`config.mk`:
```
export PLATFORM = sky130hd
export DESIGN_NAME = ce_regbank
export DESIGN_NICKNAME = d
export VERILOG_FILES = /design/src/rtl/regbank_pkg.sv /design/src/rtl/regbank_ce_decode.sv /design/src/rtl/regbank_lane_reg.sv /design/src/rtl/regbank_rd_mux.sv /design/src/rtl/ce_regbank.sv
export SDC_FILE = /design/constraint.sdc
export NUM_CORES = 1
export LEC_CHECK = 0
export BUFFER_PORTS_ARGS = -buffer_cell sky130_fd_sc_hd__buf_4
export CAP_MARGIN = 20
export CORE_ASPECT_RATIO = 0.9
export CORE_MARGIN = 4
export CORE_UTILIZATION = 55
export DETAILED_ROUTE_END_ITERATION = 8
export PLACE_DENSITY = 0.9
export REMOVE_ABC_BUFFERS = 1
export SLEW_MARGIN = 20
export SYNTH_ARGS = -nofsm -noshare
export SYNTH_HDL_FRONTEND = slang
export SYNTH_SLANG_ARGS = --single-unit
```
`constraint.sdc`:
```
create_clock -name clk -period 3.03 [get_ports clk]
set_input_delay 0.7575 -clock clk [delete_from_list [all_inputs] [get_ports clk]]
set_output_delay 0.7575 -clock clk [all_outputs]
set_load 0.01 [all_outputs]
```
`src/rtl/regbank_pkg.sv`:
```
package regbank_pkg;

    typedef struct packed {
        logic any;     // at least one enable bit set
        logic single;  // exactly one enable bit set
    } ce_info_t;

    // true when exactly one bit of v is set
    function automatic logic is_single(input logic [31:0] v);
        return (v != 32'd0) && ((v & (v - 32'd1)) == 32'd0);
    endfunction

    function automatic ce_info_t classify(input logic [31:0] v);
        ce_info_t r;
        r.any    = (v != 32'd0);
        r.single = is_single(v);
        return r;
    endfunction

endpackage

```
`src/rtl/regbank_ce_decode.sv`:
```
module regbank_ce_decode
    import regbank_pkg::*;
#(
    parameter int NREG = 3
) (
    input  logic [NREG-1:0] ce,
    output logic [NREG-1:0] sel,
    output logic            ack
);
    ce_info_t info;

    always_comb begin
        info = classify(32'(ce));
        ack  = info.any;
    end

    // register k answers to enable bit NREG-1-k
    for (genvar k = 0; k < NREG; k++) begin : g_sel
        assign sel[k] = info.single & ce[NREG-1-k];
    end

endmodule

```
`src/rtl/regbank_lane_reg.sv`:
```
module regbank_lane_reg #(
    parameter int DATA_W = 32,
    localparam int LANES = DATA_W / 8
) (
    input  logic              clk,
    input  logic              rst,
    input  logic              sel,
    input  logic [LANES-1:0]  be,
    input  logic [DATA_W-1:0] wdata,
    output logic [DATA_W-1:0] q
);
    for (genvar l = 0; l < LANES; l++) begin : g_lane
        always_ff @(posedge clk) begin
            if (rst)
                q[l*8 +: 8] <= 8'h00;
            else if (sel && be[l])
                q[l*8 +: 8] <= wdata[l*8 +: 8];
        end

        // a lane moves only when selected and enabled
        a_r3_lane_hold: assert property (@(posedge clk) disable iff (rst)
            !(sel && be[l]) |=> $stable(q[l*8 +: 8]));

        // an enabled lane captures the inbound data
        a_r3_lane_load: assert property (@(posedge clk) disable iff (rst)
            (sel && be[l]) |=> (q[l*8 +: 8] == $past(wdata[l*8 +: 8])));
    end

endmodule

```
`src/rtl/regbank_rd_mux.sv`:
```
module regbank_rd_mux #(
    parameter int DATA_W = 32,
    parameter int NREG   = 3
) (
    input  logic [NREG-1:0]        sel,
    input  logic [NREG*DATA_W-1:0] regs,
    output logic [DATA_W-1:0]      rdata
);
    // sel is at most one-hot, so an AND-OR tree is a clean mux
    always_comb begin
        rdata = '0;
        for (int k = 0; k < NREG; k++)
            rdata = rdata | (regs[k*DATA_W +: DATA_W] & {DATA_W{sel[k]}});
    end

endmodule

```
`src/rtl/ce_regbank.sv`:
```
module ce_regbank #(
    parameter int DATA_W = 32,
    parameter int NREG   = 3,
    localparam int LANES = DATA_W / 8
) (
    input  logic                   clk,
    input  logic                   rst,
    input  logic [NREG-1:0]        wr_ce,
    input  logic [NREG-1:0]        rd_ce,
    input  logic [LANES-1:0]       byte_en,
    input  logic [DATA_W-1:0]      wdata,
    output logic [DATA_W-1:0]      rdata,
    output logic                   wr_ack,
    output logic                   rd_ack,
    output logic [NREG*DATA_W-1:0] regs_q
);
    logic [NREG-1:0] wsel;
    logic [NREG-1:0] rsel;

    regbank_ce_decode #(.NREG(NREG)) u_wdec (
        .ce(wr_ce), .sel(wsel), .ack(wr_ack)
    );

    regbank_ce_decode #(.NREG(NREG)) u_rdec (
        .ce(rd_ce), .sel(rsel), .ack(rd_ack)
    );

    for (genvar k = 0; k < NREG; k++) begin : g_reg
        regbank_lane_reg #(.DATA_W(DATA_W)) u_reg (
            .clk   (clk),
            .rst   (rst),
            .sel   (wsel[k]),
            .be    (byte_en),
            .wdata (wdata),
            .q     (regs_q[k*DATA_W +: DATA_W])
        );
    end

    regbank_rd_mux #(.DATA_W(DATA_W), .NREG(NREG)) u_rmux (
        .sel   (rsel),
        .regs  (regs_q),
        .rdata (rdata)
    );

    // a write with no byte lane enabled leaves the bank untouched
    a_r5_empty_mask_hold: assert property (@(posedge clk) disable iff (rst)
        (byte_en == '0) |=> $stable(regs_q));

    // multi-bit write enables are acknowledged but change nothing
    a_r8_multi_wr_hold: assert property (@(posedge clk) disable iff (rst)
        ($countones(wr_ce) > 1) |-> ##1 $stable(regs_q));

    a_r8_multi_wr_ack: assert property (@(posedge clk) disable iff (rst)
        ($countones(wr_ce) > 1) |-> wr_ack);

    // multi-bit read enables return zero with an acknowledge
    a_r9_multi_rd_zero: assert property (@(posedge clk) disable iff (rst)
        ($countones(rd_ce) > 1) |-> (rd_ack && rdata == '0));

    // idle read path drives zero
    a_r7_idle_zero: assert property (@(posedge clk) disable iff (rst)
        (rd_ce == '0) |-> (rdata == '0 && !rd_ack));

    // without any write enable, no register moves
    a_r10_idle_hold: assert property (@(posedge clk) disable iff (rst)
        !wr_ack |=> $stable(regs_q));

    // acknowledges never appear without an enable
    a_r4_no_spurious_ack: assert property (@(posedge clk) disable iff (rst)
        $onehot0(wr_ce) && (wr_ce == '0) |-> !wr_ack);

endmodule

```
-- Word level (Yosys, flattened, before mapping)
Index checks and enable logic that the tools add are counted.
- input bits: 44
- flip-flop bits (word level): 96
- logic and storage cells: 45
- reduce and logical (&&, ||, !) cells: 18
- bitwise operators: 13
- add/sub/neg operators: 2
- operators by type and width (cell ; number):
    bitwise AND 32 bit ; 3
    bitwise AND 3 x 32 -> 32 bit ; 2
    logical NOT 32 bit ; 2
    OR 32 bit ; 2
    logical AND 1 bit ; 14
    subtractor 3 x 1 -> 4 bit (second input constant) ; 2
    bitwise AND 1 bit ; 6
    nonzero test 3 bit ; 2

-- Logic depth before layout (Yosys ltp)
Gate-level depths: netlist (run 1).
- word-level depth: 8
- mapped depth: 4
- gate-level depth less buffers: 2

-- Modules after synthesis
Synthesis (run 1) repeated with hierarchy kept, for this count alone.
- cells, all modules: 519
- area, all modules: 4972.3 sq um
- modules (own cells, without submodules) (module ; instances ; sequential area each (sq um) ; area each (sq um) ; cells each):
    regbank_lane_reg ; 3 ; 640.6 ; 1463.9 ; 146
    regbank_rd_mux ; 1 ; 0.0 ; 523.0 ; 73
    regbank_ce_decode ; 2 ; 0.0 ; 28.8 ; 4

-- Worst setup path after synthesis (run 1)
Ideal clock, no wire load.
- kind: in2out
- from: in rd_ce[1]
- to: out rdata[10]
- slack: 784 ps
- stages: 4
- data arrival time: 1488 ps
- cells stage by stage: buf_4 buf_2 and4bb_1 a221o_1
- cells in the longest elaborated chain, start to end: 8
- elaborated cells on any way between the ends: 13
- classes of those cells: add/sub: 1; bitwise: 9; reduce/logical: 3
- ends and longest elaborated chain (item ; line ; source):
    start, declared ; ce_regbank.sv:9 ; input logic [NREG-1:0] rd_ce,
    subtractor 3 x 1 -> 4 bit ; regbank_pkg.sv:10 ; return (v != 32'd0) && ((v & (v - 32'd1)) == 32'd0);
    bitwise AND 3 x 32 -> 32 bit ; regbank_pkg.sv:10 ;
    logical NOT 32 bit ; regbank_pkg.sv:10 ;
    logical AND 1 bit ; regbank_pkg.sv:10 ;
    bitwise AND 1 bit ; regbank_ce_decode.sv:19 ; assign sel[k] = info.single & ce[NREG-1-k];
    bitwise AND 32 bit ; regbank_rd_mux.sv:13 ; rdata = rdata | (regs[k*DATA_W +: DATA_W] & {DATA_W{sel[k]}});
    OR 32 bit ; regbank_rd_mux.sv:13 ;
    OR 32 bit * ; regbank_rd_mux.sv:13 ;
    end, declared ; ce_regbank.sv:12 ; output logic [DATA_W-1:0] rdata,
Mark *: on every way between the ends. The rest lies on a longest branch, timed or not.

-- Worst setup path after layout (run 1)
- from: in rd_ce[2]
- to: out rdata[5]
Same word-level chain as after synthesis.

==> impl_metrics.tcl, run 1 <==
set metrics [dict create \
    outcome "finished, final reports clean" \
    grt_pass1_vias 3972 \
    worst_path_most_repeated_cell "buf_4" \
    drt_pre_antenna_iters 4 \
    num_vias 4067 \
    post_route_cells_drive_above_1_share_pct 31.6 \
    postCtsSetupRepairBufs 0 \
    die_w_um 109 \
    globalplace.congestion 0.803 \
    via_per_inst 5.46 \
    drv_cap 0 \
    placed_cell_area_sq_mm 0.00629 \
    chipHeight_um 99.1 \
    cp.required_ps 2270 \
    synth_seq_area_share_pct 37.9 \
    setup_violations 0 \
    rsz0062_at_grt "no" \
    syn_area_sq_mm 0.00507 \
    hp-class "flip-flop to flip-flop" \
    ctsHoldBuffers 0 \
    powerDensity_mw_per_mm2 403 \
    ys_ff_latch 96 \
    cts_resized 0 \
    finClkSkew_ps 0 \
    route.detailed.drc 0 \
    cts_buffers 9 \
    relSlewSlack_pct 42.0 \
    path_clk_slew_ps 90 \
    reg_top3 "g.u_reg.q x96" \
    drt_iter0_drc 220 \
    track_usage_pct 23.5 \
    diodes 0 \
    hold_viol 0 \
    wire_per_inst_um 17.5 \
    synth.distinct_cells 16 \
    largest_reg_flops 96 \
    critPathArrivalTime_ps 2080 \
    syn_avg_cell_area_sq_um 10.6 \
    grt_pass1_wl_mm 20.5 \
    critPathLaunchType "input port" \
    dpl.hpwl_mm 9.15 \
    pin_count 174 \
    overflow 0 \
    fmax_mhz 352 \
    clk_latency_ps 350 \
    fp-row-count 32 \
    final_cell_area_sq_mm 0.00653 \
    tightest_slew_ps 870 \
    yosysTopAreaCellShare_pct 37.9 \
    critPathCaptureType "primary output" \
    cts-root-buf "clkbuf_8" \
    cts_tree "yes" \
    crit_chain "buf_4 -> nor2b_4 -> a221o_1 -> buf_4" \
    final_common_cell "buf_4" \
    power.leakage_nw 3.16 \
    largest-register "g.u_reg.q" \
    ys_top_cells_by_area "dfxtp_1, mux2i_1, nand2b_1, and4bb_1, a221o_1" \
    port_buffers 173 \
    tns_ps 0 \
    nets 665 \
    htreeDepth 3 \
    clkSinkCount 96 \
    max_stage_delay_ps 690 \
    drtAntennaViolNets 0 \
    grt_start_max_net_pins 129 \
    layout_common_cells "buf_4, nand2b_1, mux2i_1, dfxtp_1, and4bb_1" \
    yosys.area.top_type "dfxtp_1" \
    period_needed_ps 2840 \
    slowest_stage "nor2b_4" \
    crit_type "input port to primary output" \
    post-route-util_pct 74.5 \
    routed_wl_mm 13.1 \
    reg2reg_slack_ps 2310 \
    die_area_sq_mm 0.0108 \
    slew_violations 0 \
    antenna_found_initial 0 \
    core-area_sq_mm 0.00877 \
    initial_utilization_pct 57.9 \
    clock_path_buffers 2 \
    crit_path_max_fanout 32 \
    synth_warnings 0 \
    ir_drop_mv 0.353 \
    fin_crit_sh_pct 93.7 \
    synth_cells 481 \
    area_growth_pct 28.7 \
]
-- metal layers --
layer | part of all wire, % | GRT usage [%] | wire (um)
met5 | 0 | 0 | 0
met4 | 0.82 | 4.60 | 107
met3 | 7.5 | 4.80 | 978
met2 | 48 | 39.3 | 6220
met1 | 44 | 31.7 | 5760
-- metrics by stage --
stage,setup slack (ps),total power [mW],hold WS [ps],cells
final,192,2.63,488,745
after global routing,120,2.73,515,745
after CTS,205,2.65,493,745
after detailed placement,218,1.66,479,729
after global placement,230,1.65,471,729
after floorplan,163,1.48,500,432
-- cell families after synthesis --
| kind of cell | synth area share [%] |
|---|---|
| and+or+nand+nor | 31.0 |
| muxes | 18.9 |
| AOI/OAI and AO/OA | 6.31 |
| buffers and inverters | 5.84 |
| DFF | 37.9 |
-- area by class of cell --
cell class	instances	area, sq um
clock buffer	10	128
clock inverter	6	115
fill	622	2240
multi-input combinational	336	2870
sequential	96	1920
tap	119	149
timing repair buffer	178	1350
-- worst max-delay path, delay by kind of cell --
kind | cells | cell delay, ps
simple gates | 1 | 690
compound gates | 1 | 300
buf+inv | 2 | 310
-- synth_stat cells, drive strengths merged --
library cell,number
nor2b,33
buf,31
mux2i,96
dfxtp,96
nand2b,128
nor3b,1
and4bb,36
nand4bb,8
clkbuf,18
a221o,32
or3,2
-- where the power goes --
part / internal, mW / leakage, nW / switching, mW
Combinational: 0.163 / 2.27 / 0.152
Sequential: 1.29 / 0.777 / 0.0232
Clock: 0.553 / 0.117 / 0.451
Total: 2.01 / 3.16 / 0.626
-- final timing paths --
check / startpoint / endpoint / depth (start not counted)
setup / recovery: rd_ce[2] / rdata[5] / 4
hold / removal: g_reg[2].u_reg.q[4] / g_reg[2].u_reg.q[4] / 2
setup reg to reg: g_reg[2].u_reg.q[9] / g_reg[2].u_reg.q[9] / 2
hold reg to reg: g_reg[2].u_reg.q[4] / g_reg[2].u_reg.q[4] / 2
(Power assumes the default switching activity.)
==> run 2: changes to the inputs <==
CORE_MARGIN = 5   (was 4)
==> run 2 against run 1 <==
Net effect:
- register-to-register slack better by 30 ps
- worst hold slack better by 6.8 ps
- clock power down 19%
- largest power group unchanged
- critical endpoint is now rdata[23]
- largest cell class unchanged
- highest routed layer unchanged
- power down 6.8%
- utilization down 2.5 points
- clock skew unchanged
==> impl_metrics.tcl, run 2 (synthesized netlist as in run 1, its figures left out) <==
set metrics [dict create \
    pre_cts_ws_ps -50.0 \
    largest-register "g.u_reg.q" \
    placed_cell_area_sq_mm 0.00629 \
    grtUsageMet3_pct 7.47 \
    via_per_inst 5.56 \
    postCtsSetupRepairBufs 0 \
    finClkSkew_ps 0 \
    crit_path_max_fanout 35 \
    post-route-util_pct 71.9 \
    layout_common_cells "buf_4, nand2b_1, mux2i_1, dfxtp_1, and4bb_1" \
    initial_utilization_pct 56.1 \
    cts-root-buf "clkbuf_8" \
    reg2reg_slack_ps 2340 \
    dpl.hpwl_mm 9.32 \
    tightest_slew_ps 886 \
    fin_crit_sh_pct 94.1 \
    worst_path_most_repeated_cell "buf_4" \
    drt_pre_antenna_iters 4 \
    die_w_um 111 \
    final_cell_area_sq_mm 0.00650 \
    critPathArrivalTime_ps 2090 \
    critPathCaptureType "primary output" \
    post_route_cells_drive_above_1_share_pct 31.7 \
    cp.required_ps 2270 \
    clk_latency_ps 350 \
    htreeDepth 3 \
    rsz0062_at_grt "no" \
    reg_top3 "g.u_reg.q x96" \
    core-area_sq_mm 0.00904 \
    power.leakage_nw 3.15 \
    grt_start_max_net_pins 129 \
    final_cells 749 \
    clkSinkCount 96 \
    antenna_found_initial 0 \
    fin_ws_ps 178 \
    outcome "finished, final reports clean" \
    timing.rr.start "g_reg[1].u_reg.q[7]" \
    grt_pass1_vias 4252 \
    r2r_cells 2 \
    ir_drop_mv 0.239 \
    powerDensity_mw_per_mm2 377 \
    critPathLaunchType "input port" \
    globalplace.congestion 0.806 \
    grt_pass1_wl_mm 22.1 \
    placed_cells_incl_taps 732 \
    track_usage_pct 24.3 \
    wire_per_inst_um 18.8 \
    met1_usage_pct 30.3 \
    fill_cells 660 \
    drt_iter0_drc 186 \
    fmax_mhz 351 \
    route.detailed.drc 0 \
    path_clk_slew_ps 90 \
    pin_count 174 \
    drtAntennaViolNets 0 \
    hold_end "g_reg[2].u_reg.q[27]" \
    largest_reg_flops 96 \
    chipHeight_um 101 \
    nets 667 \
    relSlewSlack_pct 40.9 \
    hold_viol 0 \
    max_stage_delay_ps 530 \
    busiest_layer "met2" \
    whs_path_depth 2 \
    drv_cap 0 \
    setup_violations 0 \
    crit_type "input port to primary output" \
    cts_tree "yes" \
    slowest_stage "nor2b_4" \
    r2r-end "g_reg[1].u_reg.q[7]" \
    area_growth_pct 28.2 \
    slew_violations 0 \
    hp-class "flip-flop to flip-flop" \
    overflow 0 \
    final_common_cell "buf_4" \
    diodes 0 \
    clock_path_buffers 2 \
    die_area_sq_mm 0.0113 \
    routed_wl_mm 14.1 \
    num_vias 4166 \
    period_needed_ps 2850 \
    cts_buffers 9 \
    grt_util_met2_pct 40.8 \
    port_buffers 173 \
    crit_chain "buf_4 -> buf_4 -> nor2b_4 -> a221o_1 -> buf_4" \
    hp-start "g_reg[2].u_reg.q[27]" \
    fp-row-count 33 \
    cp-startpoint "rd_ce[2]" \
]
## run 2: cell types whose count changed in the layout (fill, tap and decap cells not counted), sizes merged
cell / delta
nor3b: +1
nor2b: +1
clkinv: +1
inv: -1
clkinvlp: +1
bufinv: -2
## run 2: metrics by stage
stage / TNS [ps] / power (mW) / hold WS (ps)
final: 0 / 2.45 / 495
after global routing: 0 / 2.56 / 512
after CTS: 0 / 2.47 / 499
after detailed placement: -514 / 1.66 / 480
after global placement: -172 / 1.65 / 471
after floorplan: 0 / 1.48 / 500
## run 2: how the worst max path moves through the flow
stage,to,slack [ps],cells past startpoint
after floorplan,rdata[0],160,2
after global placement,rdata[23],-20,5
after detailed placement,rdata[12],-50,5
after CTS,rdata[0],190,5
after global routing,rdata[3],80,5
final,rdata[23],180,5
## run 2: repair_timing
action | CTS | global route
endpoints found under the setup margin | 22 | 0
resized for setup | 1 | 0
hold buffers | 0 | 0
## run 2: final cells by class
class	count	area, sq um	area share [%]
Multi-Input combinational cell	338	2890	44.5
Timing Repair Buffer	178	1350	20.7
Sequential cell	96	1920	29.5
Clock buffer	10	128	1.96
Tap cell	122	153	2.35
Clock inverter	5	58.8	0.904
## run 2: per-layer routing
| layer | share of wire, % | vias to the layer above |
|---|---|---|
| met5 | 0 | - |
| met1 | 43 | 2002 |
| met4 | 1.1 | 0 |
| li1 | - | 1990 |
| met3 | 7.8 | 15 |
| met2 | 48 | 159 |
## run 2: worst max-delay path, delay by kind of cell
family,cells,cell delay [ps]
AOI/OAI and AO/OA,1,260
buffers and inverters,3,520
and+or+nand+nor,1,530
## run 2: power by group
group          switching (mW)  total, mW  internal, mW
combinational           0.161      0.326         0.165
sequential             0.0236       1.31          1.29
clock                   0.436      0.814         0.378
total                   0.620       2.45          1.83
==> run 3: changes to the inputs <==
CORE_MARGIN = 2   (was 5)
==> run 3 against run 2 <==
Net effect:
- power increased by 5.3%
- largest power group unchanged
- sequential share of layout area fell by 0.14 points
- sequential power about the same
- global-route usage rose by 1.6 points
- sequential cell count unchanged
==> impl_metrics.tcl, run 3 (synthesized netlist as in run 1, its figures left out) <==
set metrics [dict create \
    critPathCaptureType "primary output" \
    globalplace.congestion 0.849 \
    outcome "finished, final reports clean" \
    drt_iter0_drc 177 \
    reg_top3 "g.u_reg.q x96" \
    largest_reg_flops 96 \
    cts-root-buf "clkbuf_8" \
    crit_chain "buf_4 -> nor2b_4 -> a221o_1 -> buf_4" \
    diodes 0 \
    grt_start_max_net_pins 129 \
    postCtsSetupRepairBufs 0 \
    clock_path_buffers 2 \
    area_growth_pct 28.8 \
    critPathLaunchType "input port" \
    fmax_mhz 350 \
    tightest_slew_ps 879 \
    rsz0062_at_grt "no" \
    cts_buffers 9 \
    antenna_found_initial 0 \
    ir_drop_mv 0.266 \
    die_area_sq_mm 0.0100 \
    routed_wl_mm 13.3 \
    hold_viol 0 \
    slew_violations 0 \
    powerDensity_mw_per_mm2 395 \
    period_needed_ps 2860 \
    core-area_sq_mm 0.00904 \
    layout_common_cells "buf_4, nand2b_1, mux2i_1, dfxtp_1, and4bb_1" \
    chipHeight_um 95.1 \
    post_route_cells_drive_above_1_share_pct 31.9 \
    hp-start "g_reg[2].u_reg.q[7]" \
    nets 667 \
    max_stage_delay_ps 730 \
    largest-register "g.u_reg.q" \
    route.detailed.drc 0 \
    worst_path_most_repeated_cell "buf_4" \
    die_w_um 105 \
    setup_violations 0 \
    post-route-util_pct 72.3 \
    grtUsageMet3_pct 5.26 \
    initial_utilization_pct 56.1 \
    clk_latency_ps 350 \
    drtAntennaViolNets 0 \
    wire_per_inst_um 17.8 \
    timing.rr.start "g_reg[0].u_reg.q[20]" \
    drv_cap 0 \
    power.leakage_nw 3.17 \
    relSlewSlack_pct 41.4 \
    drt_pre_antenna_iters 4 \
    critPathArrivalTime_ps 2100 \
    overflow 0 \
    num_vias 4132 \
    cp-startpoint "rd_ce[0]" \
    ctsHoldBuffers 0 \
    finClkSkew_ps 0 \
    port_buffers 173 \
    pin_count 174 \
    path_clk_slew_ps 90 \
    fin_crit_sh_pct 94.4 \
    hold_ws_ps 497 \
    final_common_cell "buf_4" \
    hp-class "flip-flop to flip-flop" \
    cp.required_ps 2270 \
    htreeDepth 3 \
    crit_type "input port to primary output" \
    slowest_stage "nor2b_4" \
    cts_tree "yes" \
    cts_resized 0 \
    track_usage_pct 25.9 \
    fp-row-count 33 \
    grt_util_met2_pct 44.8 \
    dpl.hpwl_mm 9.35 \
    tns_ps 0 \
    crit_path_max_fanout 32 \
    met1_usage_pct 31.4 \
    via_per_inst 5.52 \
    grt_pass1_vias 4155 \
    clkSinkCount 96 \
    busiest_layer "met2" \
    grt_pass1_wl_mm 20.6 \
]
## run 3: critical path: cells and delay by family
| kind | cells | cell delay [ps] |
|---|---|---|
| compound gates | 1 | 310 |
| buf+inv | 2 | 280 |
| simple gates | 1 | 730 |
## run 3: final timing paths
kind,to,slack (ps),cells after the start
max reg2reg,g_reg[0].u_reg.q[20],2270,2
min reg2reg,g_reg[2].u_reg.q[7],500,2
max,rdata[30],170,4
min,g_reg[2].u_reg.q[7],500,2
## run 3: cell type report
type,count,area (sq um)
repair buffers,180,1360
clock inverters,4,77.6
clock buffers,11,151
well taps,122,153
fillers,657,2510
flip-flops and latches,96,1920
multi-input cells,336,2870
## run 3: routing by layer
layer  part of all wire, %  vias to the layer above
met5                     0                        -
met1                    44                     1970
met4                   2.8                        0
met3                   5.3                       31
met2                    48                      146
li1                      -                     1985
## run 3: power by group
group | total (mW) | switching [mW] | internal [mW] | leakage, nW
combinational | 0.319 | 0.154 | 0.165 | 2.28
clock | 0.951 | 0.442 | 0.509 | 0.116
sequential | 1.31 | 0.0237 | 1.29 | 0.777
## run 3: metrics by stage
stage                     setup WS, ps  instance area (sq um)  std cells  power [mW]
after global placement             232                   6310        734        1.65
after global routing               117                   6540        749        2.68
after detailed placement           144                   6310        734        1.66
after CTS                          155                   6540        749        2.60
final                              169                   6540        749        2.58
after floorplan                    163                   4780        432        1.48
